### src/rtl/psw_pkg.sv
`timescale 1ns/1ps
// psw_pkg: layout of the processor status word shared by the block and its checker.
// Assumes the mask field sits above the six single-bit fields and that the remaining
// upper bits are reserved.
package psw_pkg;
    localparam int PSW_W  = 16;
    localparam int LVL_W  = 3;
    localparam int VEC_W  = 8;
    localparam int P_OVF  = 0;
    localparam int P_GIE  = 1;
    localparam int P_STK  = 2;
    localparam int P_BANK = 3;
    localparam int P_FPU  = 4;
    localparam int P_FPO  = 5;
    localparam int P_MSK  = 6;
endpackage

### src/rtl/psw_accept.sv
`timescale 1ns/1ps
// psw_accept: decides hardware acceptance and sequences software interrupts.
// Assumes the level comparison is strict and that a software request colliding
// with a hardware accept is parked for exactly one cycle (a held request replaces
// any new strobe). Accept pulses are registered.
module psw_accept #(
    parameter int LVL_W = 3,
    parameter int VEC_W = 8
) (
    input  logic             clk,
    input  logic             rst_n,
    input  logic             hw_req_vld,
    input  logic [LVL_W-1:0] hw_req_lvl,
    input  logic             sw_int_vld,
    input  logic [VEC_W-1:0] sw_int_num,
    input  logic             gie,
    input  logic [LVL_W-1:0] mask_lvl,
    output logic             hw_take,
    output logic             sw_go,
    output logic             sw_low,
    output logic             hw_accept,
    output logic             sw_accept,
    output logic [VEC_W-1:0] sw_accept_num
);
    logic             held_q;
    logic [VEC_W-1:0] held_num_q;
    logic             src_vld;
    logic [VEC_W-1:0] src_num;

    // Strict comparison; the all-ones mask level blocks every request.
    always_comb begin
        hw_take = hw_req_vld && gie && (hw_req_lvl > mask_lvl) && (mask_lvl != '1);
    end

    // Pick the software source: a held request outranks a new strobe.
    always_comb begin
        src_vld = held_q || sw_int_vld;
        src_num = held_q ? held_num_q : sw_int_num;
        sw_go   = src_vld && !hw_take;
        sw_low  = !src_num[VEC_W-1];
    end

    // Park a colliding software request and register the accept pulses.
    always_ff @(posedge clk) begin
        if (!rst_n) begin
            held_q        <= 1'b0;
            held_num_q    <= '0;
            hw_accept     <= 1'b0;
            sw_accept     <= 1'b0;
            sw_accept_num <= '0;
        end else begin
            held_q     <= src_vld && hw_take;
            held_num_q <= src_num;
            hw_accept  <= hw_take;
            sw_accept  <= sw_go;
            if (sw_go) begin
                sw_accept_num <= src_num;
            end
        end
    end
endmodule

### src/rtl/psw_state.sv
`timescale 1ns/1ps
// psw_state: stores the status word. Update order inside one edge: register write,
// then flag strobes, then interrupt-entry clears, so later sources win.
// Assumes reserved bits are never stored.
module psw_state
    import psw_pkg::*;
#(
    parameter int LVL_W = 3,
    parameter int PW    = 16
) (
    input  logic          clk,
    input  logic          rst_n,
    input  logic          wr_en,
    input  logic [PW-1:0] wr_data,
    input  logic          alu_upd,
    input  logic          alu_ovf,
    input  logic          fp_upd,
    input  logic          fp_unf,
    input  logic          fp_ovf,
    input  logic          fp_subn,
    input  logic          hw_take,
    input  logic          sw_go,
    input  logic          sw_low,
    output logic [PW-1:0] psw_q
);
    localparam int RSV_LO = P_MSK + LVL_W;
    localparam logic [PW-1:0] WR_MASK = {{(PW-RSV_LO){1'b0}}, {RSV_LO{1'b1}}};
    localparam int N_FP = 2;

    logic [N_FP-1:0] fp_raw;
    logic [N_FP-1:0] fp_val;
    logic [PW-1:0]   nxt;

    assign fp_raw = {fp_ovf, fp_unf};

    // Each floating-point flag is also set by a subnormal operand.
    for (genvar g = 0; g < N_FP; g++) begin : g_fp
        assign fp_val[g] = fp_raw[g] | fp_subn;
    end

    // Next-state merge in priority order.
    always_comb begin
        nxt = psw_q;
        if (wr_en) begin
            nxt = wr_data & WR_MASK;
        end
        if (alu_upd) begin
            nxt[P_OVF] = alu_ovf;
        end
        if (fp_upd) begin
            nxt[P_FPU] = fp_val[0];
            nxt[P_FPO] = fp_val[1];
        end
        if (hw_take) begin
            nxt[P_GIE] = 1'b0;
            nxt[P_STK] = 1'b0;
        end
        if (sw_go && sw_low) begin
            nxt[P_STK] = 1'b0;
        end
    end

    // Status word register.
    always_ff @(posedge clk) begin
        if (!rst_n) begin
            psw_q <= '0;
        end else begin
            psw_q <= nxt;
        end
    end
endmodule

### src/rtl/psw_irq_ctrl.sv
`timescale 1ns/1ps
// psw_irq_ctrl: processor status word with maskable interrupt acceptance and
// software interrupt sequencing. Assumes the neighbouring core performs vector
// fetch and context saving on the accept pulses.
module psw_irq_ctrl
    import psw_pkg::*;
#(
    parameter int LVL_W = psw_pkg::LVL_W,
    parameter int VEC_W = psw_pkg::VEC_W,
    parameter int PW    = psw_pkg::PSW_W
) (
    input  logic             clk,
    input  logic             rst_n,
    input  logic             hw_req_vld,
    input  logic [LVL_W-1:0] hw_req_lvl,
    input  logic             sw_int_vld,
    input  logic [VEC_W-1:0] sw_int_num,
    input  logic             wr_en,
    input  logic [PW-1:0]    wr_data,
    input  logic             alu_upd,
    input  logic             alu_ovf,
    input  logic             fp_upd,
    input  logic             fp_unf,
    input  logic             fp_ovf,
    input  logic             fp_subn,
    output logic [PW-1:0]    psw,
    output logic             int_en,
    output logic [LVL_W-1:0] int_mask,
    output logic             stk_user,
    output logic             bank_sel,
    output logic             ovf_flag,
    output logic             fpu_flag,
    output logic             fpo_flag,
    output logic             hw_accept,
    output logic             sw_accept,
    output logic [VEC_W-1:0] sw_accept_num
);
    logic hw_take;
    logic sw_go;
    logic sw_low;

    psw_accept #(.LVL_W(LVL_W), .VEC_W(VEC_W)) u_accept (
        .clk           (clk),
        .rst_n         (rst_n),
        .hw_req_vld    (hw_req_vld),
        .hw_req_lvl    (hw_req_lvl),
        .sw_int_vld    (sw_int_vld),
        .sw_int_num    (sw_int_num),
        .gie           (psw[P_GIE]),
        .mask_lvl      (psw[P_MSK +: LVL_W]),
        .hw_take       (hw_take),
        .sw_go         (sw_go),
        .sw_low        (sw_low),
        .hw_accept     (hw_accept),
        .sw_accept     (sw_accept),
        .sw_accept_num (sw_accept_num)
    );

    psw_state #(.LVL_W(LVL_W), .PW(PW)) u_state (
        .clk     (clk),
        .rst_n   (rst_n),
        .wr_en   (wr_en),
        .wr_data (wr_data),
        .alu_upd (alu_upd),
        .alu_ovf (alu_ovf),
        .fp_upd  (fp_upd),
        .fp_unf  (fp_unf),
        .fp_ovf  (fp_ovf),
        .fp_subn (fp_subn),
        .hw_take (hw_take),
        .sw_go   (sw_go),
        .sw_low  (sw_low),
        .psw_q   (psw)
    );

    // Field views of the stored word.
    always_comb begin
        int_en   = psw[P_GIE];
        int_mask = psw[P_MSK +: LVL_W];
        stk_user = psw[P_STK];
        bank_sel = psw[P_BANK];
        ovf_flag = psw[P_OVF];
        fpu_flag = psw[P_FPU];
        fpo_flag = psw[P_FPO];
    end
endmodule

### config.mk
export PLATFORM = sky130hd
export DESIGN_NAME = psw_irq_ctrl
export DESIGN_NICKNAME = d
export VERILOG_FILES = /design/src/rtl/psw_pkg.sv /design/src/rtl/psw_accept.sv /design/src/rtl/psw_state.sv /design/src/rtl/psw_irq_ctrl.sv
export SDC_FILE = /design/constraint.sdc
export NUM_CORES = 1
export LEC_CHECK = 0
export BUFFER_PORTS_ARGS = -buffer_cell sky130_fd_sc_hd__clkbuf_2
export CELL_PAD_IN_SITES_DETAIL_PLACEMENT = 0
export CELL_PAD_IN_SITES_GLOBAL_PLACEMENT = 2
export CORE_ASPECT_RATIO = 0.9
export CORE_MARGIN = 1
export CORE_UTILIZATION = 27
export CTS_BUF_LIST = sky130_fd_sc_hd__clkbuf_2
export CTS_CLUSTER_SIZE = 14
export DETAILED_ROUTE_END_ITERATION = 16
export PLACE_DENSITY = 0.95
export SETUP_SLACK_MARGIN = 0.3
export SYNTH_ARGS = -nofsm -noshare
export SYNTH_HDL_FRONTEND = slang
export SYNTH_SLANG_ARGS = --single-unit
### constraint.sdc
create_clock -name clk -period 2.8 [get_ports clk]
set_input_delay 0 -clock clk [delete_from_list [all_inputs] [get_ports clk]]
set_output_delay 0 -clock clk [all_outputs]
set_load 0.01 [all_outputs]
After elaboration in Yosys (flattened, before gate mapping). Index checks and enable logic that the tools add are counted.

Order comparisons: 1. Equality and inequality tests: 1. Multiplexer cells: 4. Bitwise operators: 3. Reduce and logical (&&, ||, !) cells: 13.

Operators with widths (count): $mux 8 (1); $logic_and 1x1->1 (6); $mux 6 (1); $reduce_bool 2->1 (2); $gt 3x3->1 (1); $ne 3x3->1 const B (1); $reduce_or 3->1 (1); $logic_not 1->1 (2); $mux 2 (1); $or 1x1->1 (2); $reduce_or 2->1 (1); $logic_or 1x1->1 (1); $mux 1 (1); $not 1->1 (1).

Bits in registers: 28. Input port bits: 38. Output and inout bits: 35. Word-level logic and storage cells: 32.

Depth between registers and ports, before layout.
Word-level depth: 7. Mapped depth: 6.

Modules after synthesis. From an unflattened synthesis, not the netlist that was laid out.

Cell total of the unflattened synthesis: 122. Area total of the unflattened synthesis: 1312.5 µm².

Modules (own cells, without submodules): psw_accept (times used 1, cells each 73, area each 804.5 µm²); psw_state (times used 1, cells each 40, area each 440.4 µm²); psw_irq_ctrl (times used 1, cells each 9, area each 67.6 µm²).

Worst setup path after synthesis. No wires, ideal clock.

Kind: register to register. Start: register u_state.psw_q[8]. End: register u_accept.sw_accept_num[0]. Setup time: 0.119 ns. Data arrival time: 1.483 ns. Required time: 2.681 ns. Slack: 1.199 ns. Cell stages (with the launch flop): 7. Buffers on the path: 0. Clock period less this slack: 1.601 ns. Cell sequence: dfxtp_1 -> inv_1 -> ha_1 -> nand2_1 -> o21a_4 -> o21a_4 -> o221a_1.

Cells in the longest elaborated chain, start to end: 5. Elaborated cells on any way between the ends: 6. Those cells by class: 1 x order compare; 1 x eq/ne; 4 x reduce/logical.

Ends and longest elaborated chain: start, declared (RTL line psw_state.sv:24) `output logic [PW-1:0] psw_q`; start signal, assigned (RTL line psw_state.sv:68) `psw_q <= nxt;`; $gt 3x3->1 (RTL line psw_accept.sv:32) `hw_take = hw_req_vld && gie && (hw_req_lvl > mask_lvl) && (mask_lvl != '1);`; $logic_and 1x1->1 (RTL line psw_accept.sv:32); $logic_and 1x1->1 (*) (RTL line psw_accept.sv:32); $logic_not 1->1 (*) (RTL line psw_accept.sv:39) `sw_go = src_vld && !hw_take;`; $logic_and 1x1->1 (*) (RTL line psw_accept.sv:39); end signal, assigned (RTL line psw_accept.sv:57) `sw_accept_num <= src_num;`; end, declared (RTL line psw_accept.sv:23) `output logic [VEC_W-1:0] sw_accept_num`.

Every way passes the cells marked *; elsewhere a longest branch is shown, timed or not. A chain may end at the register's enable or synchronous reset.

Worst setup path after layout.
Start: register u_state.psw_q[8]. End: register u_accept.sw_accept_num[5].

Same word-level chain as after synthesis.

==> results.py <==
metrics = {
    "routing": {
        "drt-total-wl_mm": 2.60,
        "drc_errors": 0,
        "route.detailed.wl_per_inst_um": 10.2,
        "drtIter0Drc": 28,
        "final_antenna_net_count": 0,
        "post_drt_via_cell_ratio": 4.06,
        "routed-via-count": 1035,
        "firstDrtPassIters": 4,
    },
    "yosys": {
        "netlist-cell-type-count": 26,
        "yosys_register_bits": 28,
        "ys.warnings.count": 0,
        "post_synth_instance_area_um2": 1300,
        "synth-edff-count": 0,
        "syn_area_per_cell_um2": 10.4,
        "synth_top_cells_by_area": "sky130_fd_sc_hd__dfxtp_1 (43%), sky130_fd_sc_hd__mux2i_1 (12%), sky130_fd_sc_hd__buf_4 (9.2%)",
        "dominantRegCellSynth": "sky130_fd_sc_hd__dfxtp_1",
        "ffs_w_async_s_r_synth_pct": 0,
        "synth.top_cell.area_share_pct": 43.2,
        "post-synth-top-area-cell": "sky130_fd_sc_hd__dfxtp_1",
        "seq_area_frac_synth_pct": 43.2,
        "synthMostInstantiatedCell": "sky130_fd_sc_hd__dfxtp_1",
        "synth_top_cells_by_count": "sky130_fd_sc_hd__dfxtp_1 (28), sky130_fd_sc_hd__buf_4 (16), sky130_fd_sc_hd__mux2i_1 (16)",
        "synthesized_instance_count": 125,
    },
    "place": {
        "port_buffers": 58,
        "gp_routability_congestion": 0.679,
        "dp_slack_ns": 1.13,
        "cells_after_dpl": 230,
        "detailedPlacementHpwl_mm": 1.82,
    },
    "floorplan": {
        "ios": 73,
        "die_height_um": 67.8,
        "initial_utilization_pct": 28.6,
        "core.rowCount": 23,
        "die_area_um2": 5090,
        "floorplan.die.width_um": 75.1,
        "fp.coreArea_um2": 4550,
    },
    "run": {
        "drv_cap": 0,
    },
    "critical_path": {
        "crit_fanout": 8,
        "path_class": "reg2reg",
        "path_cells": "inv_1 > ha_1 > nand2_1 > o21a_4 > o21a_4 > o221a_1",
        "stage_delay_of_the_slowest_cell_on_the_critical_path_ns": 0.47,
        "setup_crit_start_kind": "flop",
        "data_required_critical_path_ns": 3.10,
        "setup.worst_path.end_class": "flop",
        "critical_path_arrival_ns": 1.98,
        "crit_path_top_delay_cell": "sky130_fd_sc_hd__dfxtp_1",
        "timing.critical_path.mode_cell": "sky130_fd_sc_hd__o21a_4",
    },
    "final_layout": {
        "diodes": 0,
        "final.fill_count": 483,
        "layout_nets": 235,
        "final_layout_size_suffix_gt1_share_pct": 35.2,
        "final_cell_count_no_fill": 255,
        "syn_to_final_growth_pct": 37.8,
    },
    "global_route": {
        "first_global_vias": 937,
        "grt_start_max_net_pins": 27,
        "antenna_found_initial": 0,
        "grt_pass1_wl_mm": 4.16,
        "grt_overflow": 0,
        "grt_util_all_layers_pct": 10.9,
    },
    "sta": {
        "fmaxAchievable_mhz": 594,
        "finalSetupViolations": 0,
        "timing.final.max_slew_violations": 0,
        "final_min_period_over_clock_period_pct": 60.1,
        "worst_case_clock_skew_ns": 0.0127,
        "timing.setup.tns_ns": 0,
        "setup_ws_ns": 1.12,
        "min_clock_period_post_route_ns": 1.68,
        "tightest_slew_ns": 0.514,
        "grt_setup_unrepaired": "false",
        "maxSlewHeadroom_pct": 65.7,
        "timing_hold_violations_final": 0,
        "timing.hold.ws_ns": 0.0349,
    },
    "power_and_ir_drop": {
        "cellLeakagePower_uw": 0.000843,
        "power.density_nw_per_um2": 475,
        "intPower_uw": 637,
        "seq_pwr_share_pct": 51.9,
        "p_total_uw": 850,
        "share_clk_of_total_power_pct": 28.9,
        "p_sw_share_pct": 25.0,
        "net_switching_component_of_the_power_uw": 213,
        "comb_power_share_pct": 19.2,
        "peakVddDrop_uv": 305,
    },
    "clock_network": {
        "cts-htree-levels": 1,
        "sink_count_of_the_clock_tree": 28,
        "cts-root-buf": "sky130_fd_sc_hd__clkbuf_2",
        "maximum_number_of_buffers_from_clock_root_to_sink": 2,
        "cts_tree": "yes",
        "clkSlewWorstSetupHoldPaths_ns": 0.27,
        "clkLatencyLatePin_ns": 0.37,
        "numCtsBuffers": 3,
    },
    "hold_path": {
        "timing.hold.worst.class": "in2reg",
    },
    "outcome": {
        "run_status": "finished clean",
    },
}
## stage by stage
| step | area, um^2 | util (%) |
|---|---|---|
| 2_1_floorplan | 1320 | - |
| 3_3_place_gp | 1530 | 33.7 |
| 3_5_place_dp | 1530 | 33.7 |
| 4_1_cts | 1790 | 39.4 |
| 5_1_grt | 1790 | 39.4 |
| 6_report | 1790 | 39.4 |
## cells by family after synthesis
logic type	Yosys count	share of synthesized area, %
buffers and inverters	25	13.1
adders and majority gates	3	2.89
AOI/OAI and AO/OA	16	12.5
muxes	16	12.3
and+or+nand+nor	36	15.7
other	1	0.289
DFF	28	43.2
## metal layers
| metal | routed length [um] | GRT usage, % | vias to the layer above |
|---|---|---|---|
| li1 | - | - | 543 |
| met5 | 0 | 0 | - |
| met1 | 1200 | 12.6 | 453 |
| met4 | 7 | 2.12 | 0 |
| met2 | 1250 | 19.4 | 37 |
| met3 | 147 | 3.73 | 2 |
## layout make-up
type / instances / area, um^2 / share of cell area, %
Multi-Input combinational cell: 78 / 591 / 33.0
Sequential cell: 28 / 561 / 31.3
Timing Repair Buffer: 79 / 500 / 28.0
Tap cell: 62 / 77.6 / 4.34
Clock inverter: 1 / 30.0 / 1.68
Clock buffer: 3 / 15.0 / 0.839
Inverter: 4 / 15.0 / 0.839
## worst max-delay path: cells and delay by family (launching register included)
family                     cells  cell delay, ns
AOI/OAI and AO/OA              3            0.71
DFF                            1            0.47
adders and majority gates      1            0.31
and+or+nand+nor                1            0.07
buffers and inverters          1            0.06
## cells in the final DEF, fill, tap and decap left out
master	synthesis	final
sky130_fd_sc_hd__a21oi_1	1	1
sky130_fd_sc_hd__and2_1	2	2
sky130_fd_sc_hd__and3_1	1	1
sky130_fd_sc_hd__bufinv_16	0	1
sky130_fd_sc_hd__clkbuf_2	0	61
sky130_fd_sc_hd__conb_1	1	7
sky130_fd_sc_hd__dfxtp_1	28	28
sky130_fd_sc_hd__dlygate4sd3_1	0	21
sky130_fd_sc_hd__ha_1	3	3
sky130_fd_sc_hd__inv_1	4	4
sky130_fd_sc_hd__mux2i_1	16	16
sky130_fd_sc_hd__nand2_1	11	11
sky130_fd_sc_hd__nand2_2	1	1
sky130_fd_sc_hd__nand2b_1	1	1
sky130_fd_sc_hd__nand3_1	2	2
sky130_fd_sc_hd__nand4_2	1	1
sky130_fd_sc_hd__nor2_1	2	2
sky130_fd_sc_hd__nor2_4	1	1
sky130_fd_sc_hd__nor2b_1	13	13
sky130_fd_sc_hd__o211ai_1	1	1
sky130_fd_sc_hd__o21a_4	2	2
sky130_fd_sc_hd__o21ai_0	2	2
sky130_fd_sc_hd__o221a_1	8	8
sky130_fd_sc_hd__o311a_1	2	2
sky130_fd_sc_hd__or2_4	1	1
## registers in the layout (all words and copies together) (netlist names)
signal / flops
u_accept.held_num_q: 8
u_accept.held_q: 1
u_accept.hw_accept: 1
u_accept.sw_accept: 1
u_accept.sw_accept_num: 8
u_state.psw_q: 9
## power groups by stage
stage | clock network (uW) | registers (uW) | logic, uW
2_1_floorplan | 0 | 455 | 95.7
3_3_place_gp | 0 | 448 | 140
3_5_place_dp | 0 | 449 | 141
4_1_cts | 260 | 442 | 166
5_1_grt | 278 | 445 | 183
6_report | 245 | 441 | 164
## final timing paths
kind / from / end / slack [ns] / depth (start not counted)
hold / removal: sw_int_vld / u_accept.sw_accept / 0.03 / 3
setup / recovery: u_state.psw_q[8] / u_accept.sw_accept_num[5] / 1.12 / 6
hold reg to reg: u_accept.held_num_q[6] / u_accept.held_num_q[6] / 0.55 / 2
setup reg to reg: u_state.psw_q[8] / u_accept.sw_accept_num[5] / 1.12 / 6
## repair_timing
item,CTS,global route
setup endpoints to repair,0,0
buffers inserted,0,0
hold buffers,21,0
resized for setup,0,0
endpoints found under the hold margin,24,0
Power figures use the tool's default switching activity.
